### src/rtl/arbl_pkg.sv
package arbl_pkg;

    localparam int CAUSE_W = 2;

    typedef enum logic [CAUSE_W-1:0] {
        CAUSE_NONE  = 2'd0,
        CAUSE_SDA   = 2'd1,
        CAUSE_SCL   = 2'd2,
        CAUSE_EARLY = 2'd3
    } loss_cause_t;

    typedef struct packed {
        logic sda_mis;
        logic scl_held;
        logic early;
    } det_t;

    function automatic logic any_det(input det_t d);
        return d.sda_mis | d.scl_held | d.early;
    endfunction

    function automatic loss_cause_t pick_cause(input det_t d);
        if (d.sda_mis)       return CAUSE_SDA;
        else if (d.scl_held) return CAUSE_SCL;
        else if (d.early)    return CAUSE_EARLY;
        else                 return CAUSE_NONE;
    endfunction

endpackage

### src/rtl/arbl_window.sv
module arbl_window (
    input  logic clk,
    input  logic rst,
    input  logic master_tx,
    input  logic start_req,
    input  logic sda_drv,
    output logic armed
);
    logic armed_q;

    always_ff @(posedge clk) begin
        if (rst)            armed_q <= 1'b0;
        else if (!master_tx) armed_q <= 1'b0;
        else if (start_req) armed_q <= 1'b1;
        else if (!sda_drv)  armed_q <= 1'b0;
    end

    assign armed = armed_q;

    // window shuts once the controller drives SDA low
    p_window_close_r4: assert property (@(posedge clk) disable iff (rst)
        (armed_q && !sda_drv && !start_req) |=> !armed_q);

    // window only opens from a start request
    p_window_open_r4: assert property (@(posedge clk) disable iff (rst)
        (!armed_q && !start_req) |=> !armed_q);
endmodule

### src/rtl/arbl_detect.sv
module arbl_detect
    import arbl_pkg::*;
(
    input  logic master_tx,
    input  logic rule_sel,
    input  logic armed,
    input  logic sda_drv,
    input  logic scl_drv,
    input  logic sda_pin,
    input  logic scl_rise,
    input  logic scl_fall,
    output det_t det
);
    logic sda_conflict;

    always_comb begin
        sda_conflict = sda_drv & ~sda_pin;
        det.sda_mis  = master_tx & scl_rise & sda_conflict;
        det.scl_held = master_tx & ~rule_sel & scl_fall & scl_drv;
        det.early    = master_tx & rule_sel & armed & sda_conflict;
    end
endmodule

### src/rtl/arbl_flag.sv
module arbl_flag
    import arbl_pkg::*;
(
    input  logic        clk,
    input  logic        rst,
    input  det_t        det,
    input  logic        clr_data,
    input  logic        flag_rd,
    input  logic        flag_wr0,
    output logic        flag,
    output loss_cause_t cause,
    output logic        release_pulse
);
    logic        flag_q, seen_q, rel_q;
    loss_cause_t cause_q;
    logic        set_evt, clr_req;

    always_comb begin
        set_evt = any_det(det);
        clr_req = clr_data | (flag_wr0 & seen_q);
    end

    always_ff @(posedge clk) begin
        if (rst) begin
            flag_q  <= 1'b0;
            cause_q <= CAUSE_NONE;
            seen_q  <= 1'b0;
            rel_q   <= 1'b0;
        end else begin
            rel_q <= set_evt;
            if (set_evt) begin
                flag_q  <= 1'b1;
                cause_q <= pick_cause(det);
            end else if (clr_req) begin
                flag_q  <= 1'b0;
                cause_q <= CAUSE_NONE;
            end
            if (clr_req)                seen_q <= 1'b0;
            else if (flag_rd && flag_q) seen_q <= 1'b1;
        end
    end

    assign flag          = flag_q;
    assign cause         = cause_q;
    assign release_pulse = rel_q;

    // hardware set beats any clear
    p_set_wins_r8: assert property (@(posedge clk) disable iff (rst)
        set_evt |=> flag_q);

    // flag is sticky without a clear
    p_sticky_r6: assert property (@(posedge clk) disable iff (rst)
        (flag_q && !clr_req) |=> flag_q);

    // bare write of zero is ignored
    p_wr0_needs_read_r7: assert property (@(posedge clk) disable iff (rst)
        (flag_q && !seen_q && !clr_data && flag_wr0) |=> flag_q);

    // a raised flag always carries a reason
    p_cause_valid_r10: assert property (@(posedge clk) disable iff (rst)
        flag_q |-> (cause_q != CAUSE_NONE));
endmodule

### src/rtl/arb_loss_monitor.sv
module arb_loss_monitor
    import arbl_pkg::*;
(
    input  logic               clk,
    input  logic               rst,
    input  logic               master_tx,
    input  logic               xmit,
    input  logic               rule_sel,
    input  logic               sda_drv,
    input  logic               scl_drv,
    input  logic               sda_pin,
    input  logic               scl_rise,
    input  logic               scl_fall,
    input  logic               start_req,
    input  logic               dreg_wr,
    input  logic               dreg_rd,
    input  logic               flag_rd,
    input  logic               flag_wr0,
    output logic               lost_flag,
    output logic [CAUSE_W-1:0] lost_cause,
    output logic               release_req
);
    logic        armed;
    det_t        det;
    logic        clr_data;
    loss_cause_t cause;

    assign clr_data = (dreg_wr & xmit) | (dreg_rd & ~xmit);

    arbl_window u_window (
        .clk       (clk),
        .rst       (rst),
        .master_tx (master_tx),
        .start_req (start_req),
        .sda_drv   (sda_drv),
        .armed     (armed)
    );

    arbl_detect u_detect (
        .master_tx (master_tx),
        .rule_sel  (rule_sel),
        .armed     (armed),
        .sda_drv   (sda_drv),
        .scl_drv   (scl_drv),
        .sda_pin   (sda_pin),
        .scl_rise  (scl_rise),
        .scl_fall  (scl_fall),
        .det       (det)
    );

    arbl_flag u_flag (
        .clk           (clk),
        .rst           (rst),
        .det           (det),
        .clr_data      (clr_data),
        .flag_rd       (flag_rd),
        .flag_wr0      (flag_wr0),
        .flag          (lost_flag),
        .cause         (cause),
        .release_pulse (release_req)
    );

    assign lost_cause = cause;

    // a release request comes with the raised flag
    p_release_flag_r9: assert property (@(posedge clk) disable iff (rst)
        release_req |-> lost_flag);

    // nothing is detected outside master transmit
    p_idle_r5: assert property (@(posedge clk) disable iff (rst)
        !master_tx |=> !release_req);
endmodule

### config.mk
export PLATFORM = sky130hd
export DESIGN_NAME = arb_loss_monitor
export DESIGN_NICKNAME = d
export VERILOG_FILES = /design/src/rtl/arbl_pkg.sv /design/src/rtl/arbl_window.sv /design/src/rtl/arbl_detect.sv /design/src/rtl/arbl_flag.sv /design/src/rtl/arb_loss_monitor.sv
export SDC_FILE = /design/constraint.sdc
export NUM_CORES = 1
export LEC_CHECK = 0
export ABC_AREA = 1
export BUFFER_PORTS_ARGS = -buffer_cell sky130_fd_sc_hd__buf_2
export CELL_PAD_IN_SITES_DETAIL_PLACEMENT = 0
export CELL_PAD_IN_SITES_GLOBAL_PLACEMENT = 1
export CORE_AREA = 2 2 39 41
export CTS_CLUSTER_SIZE = 28
export DETAILED_ROUTE_END_ITERATION = 7
export DIE_AREA = 0 0 41 43
export HOLD_SLACK_MARGIN = 0.03
export PLACE_DENSITY = 0.74
export SLEW_MARGIN = 20
export SYNTH_ARGS = -nofsm -noshare
export SYNTH_HDL_FRONTEND = slang
export SYNTH_SLANG_ARGS = --single-unit
### constraint.sdc
create_clock -name clk -period 2.9 [get_ports clk]
set_clock_uncertainty 0.2 [all_clocks]
set_input_delay 0.145 -clock clk [delete_from_list [all_inputs] [get_ports clk]]
set_output_delay 0.145 -clock clk [all_outputs]
set_load 0.01 [all_outputs]
==> flow_summary.yaml <==
pwr:
  power_leakage_uw: 0.0002533
  post-layout-total-power_uw: 191.8
  p_per_area_nw_per_um2: 433.0
  vdd_ir_drop_max_uv: 143.3
critical_path:
  timing.critical_path.cells: "dlygate4sd3_1 > buf_2 > inv_1 > nand2_1 > a21oi_1 > dlygate4sd3_1"
  setup.worst_path.end_class: "register"
  regToRegStartpoint: "u_window.armed"
  critical_path.reg2reg.endpoint: "u_window.armed"
  critical-path-max-stage-delay_ns: 0.55
  worst-endpoint-required_ns: 2.89
  worstPathMaxFanout: 5
  critPathLaunchType: "primary input"
  cpMostUsedCell: "dlygate4sd3_1"
  critPathKind: "primary input to register"
  data_arrival_time_at_the_worst_slack_endpoint_ns: 1.64
  logic_depth_of_the_worst_register_to_register_path: 3
  critical-path-slowest-cell: "dlygate4sd3_1"
  ff2ff_setup_slack_ns: 1.61
sta:
  final_critical_delay_including_setup_and_external_delays_ns: 1.658
  timing_worst_slew_pin_value_ns: 0.1599
  final-max-slew-violation-count: 0
  rsz0062_at_grt: "no"
  fin_setup_tns_ns: 0
  max_freq_mhz: 603.1
  post-route-period-util_pct: 57.18
  timing_hold_violations_final: 0
  finalSetupViolCount: 0
  timing.max_slew.rel_slack_pct: 89.31
route:
  drt_pre_antenna_iters: 2
  detailroute.via_count: 317
  remaining_drc_errors: 0
  vias_per_cell: 4.013
  ant_nets: 0
  detail_route.wirelength_um: 631
  initialDrtViolationCount: 1
  average_wire_per_standard_cell_um: 7.987
yosys:
  syn-cell-area_um2: 270.3
  syn_avg_cell_area_um2: 7.112
  synth_fp_nets: 53
  synthDistinctLibCells: 11
  synth.ff_latch_count: 6
  postSynthCellCount: 38
  ys_warnings: 0
  synth_seq_area_share_pct: 44.44
clock_tree:
  hold_fix_buffers_cts: 4
  cts-root-to-sink-buffers: 2
  post_cts_buffers: 0
  clk_pin_slew_ns: 0.04
  cts_tree: "yes"
  cts_made_buffers: 3
  clock_tree.root_cell: "clkbuf_4"
  post_cts_resized: 0
  clk-insertion-delay-late_ns: 0.24
  maximum_level_of_the_cts_h_tree: 1
  clkSinkCount: 6
floorplan:
  fp.dieW_um: 41
  fp.dieArea_um2: 1763
  floorplan.initialDensity_pct: 19.53
  core.rowCount: 14
  die_h_um: 43
  ios: 19
  fp.coreArea_um2: 1384
global_routing:
  vias_in_the_first_global_route: 252
  grt_remaining_overflow: 0
  grt_first_pass_wirelength_um: 972
  initial_antenna_violation_count: 0
  grt_usage_pct: 8.945
  grt_max_degree: 6
final_layout:
  fillerInstances: 151
  final_core_utilization_pct: 32.01
  multi_input_area_um2: 127.6
  antennaDiodeCount: 0
  drive_gt1_share_pct: 38.10
  nNetsFinal: 80
  seqCellArea_um2: 120.1
  syn_to_final_growth_pct: 63.89
placed_design:
  placement.io_buffers: 18
  gp_congestion: 0.7185
  post-dp-hpwl_um: 516.8
flow_run:
  cap_viol_max_count: 0
min_path:
  hold-path-endpoint: "u_flag.cause[0]"
  startpoint_of_the_worst_hold_path: "scl_rise"
  hold-path-cell-count: 3
  hold_path_class: "primary input to register"
run_status:
  outcome: "finished clean"
## layer usage
metal	GRT usage, %	wire (um)	vias to the layer above
met5	0	0	-
met4	6.000	6	0
met3	8.377	86	2
met2	10.63	247	17
met1	9.677	289	125
li1	-	-	173
## state kept, by name, summed over array words and instances, names as in the netlist
name                  count
u_flag.cause              2
u_flag.flag               1
u_flag.release_pulse      1
u_flag.seen_q             1
u_window.armed            1
## critical path: cells and delay by family
family,cells,cell delay (ns)
buffers and inverters,4,1.34
AOI/OAI and AO/OA,1,0.10
and+or+nand+nor,1,0.07
## synthesized netlist by cell type, drive strengths merged
cell | n | area share (%)
dfxtp | 6 | 44
and3 | 1 | 2.3
nor2 | 3 | 5.1
nand2 | 12 | 17
inv | 6 | 8.3
nand3 | 3 | 7.4
a21oi | 4 | 8.8
nand4 | 3 | 6.9
## power breakdown
group          internal, uW  leakage [uW]  switching, uW  total, uW
Sequential             85.7     0.0000488           1.31       87.0
Combinational          15.4      0.000191           12.9       28.3
Clock                  46.8     0.0000138           29.8       76.5
Total                   148      0.000253           43.9        192
## through the flow
step	cells	area (um^2)	setup slack (ns)	hold slack, ns
2_1_floorplan	38	270.3	1.885	0.007445
3_3_place_gp	72	380.4	1.853	0.1253
3_5_place_dp	72	380.4	1.839	0.1294
4_1_cts	79	442.9	1.226	0.03837
5_1_grt	79	442.9	1.174	0.04071
6_report	79	442.9	1.242	0.04455
## layout make-up
| cell class | instances | share of cell area, % |
|---|---|---|
| flip-flops and latches | 6 | 27.12 |
| multi-input cells | 26 | 28.81 |
| repair buffers | 22 | 29.38 |
| well taps | 16 | 4.520 |
| inverters | 6 | 5.085 |
| clock buffers | 3 | 5.085 |
## cell families (layout without fill, tap and decap cells)
logic type	count (synthesis)	after routing	synth area share, %
buffers and inverters	6	31	8.333
AO/OA/AOI/OAI	4	4	8.795
flip-flops	6	6	44.45
AND/OR/NAND/NOR	22	22	38.43
## cells in the final DEF, fill, tap and decap left out, drive strengths merged
cell,synthesis,layout
inv,6,6
nand2,12,12
a21oi,4,4
nor2,3,3
dlygate4sd3,0,4
nand3,3,3
clkbuf,0,3
dfxtp,6,6
buf,0,18
and3,1,1
nand4,3,3
## worst max-delay path by stage
stage | start | end
after floorplan | u_flag.seen_q | u_flag.cause[1]
after global placement | u_flag.seen_q | u_flag.cause[1]
after detailed placement | u_flag.seen_q | u_flag.cause[1]
after CTS | rst | u_window.armed
after global routing | rst | u_window.armed
final | rst | u_window.armed
Note: power is estimated with default switching activity, not from simulation.
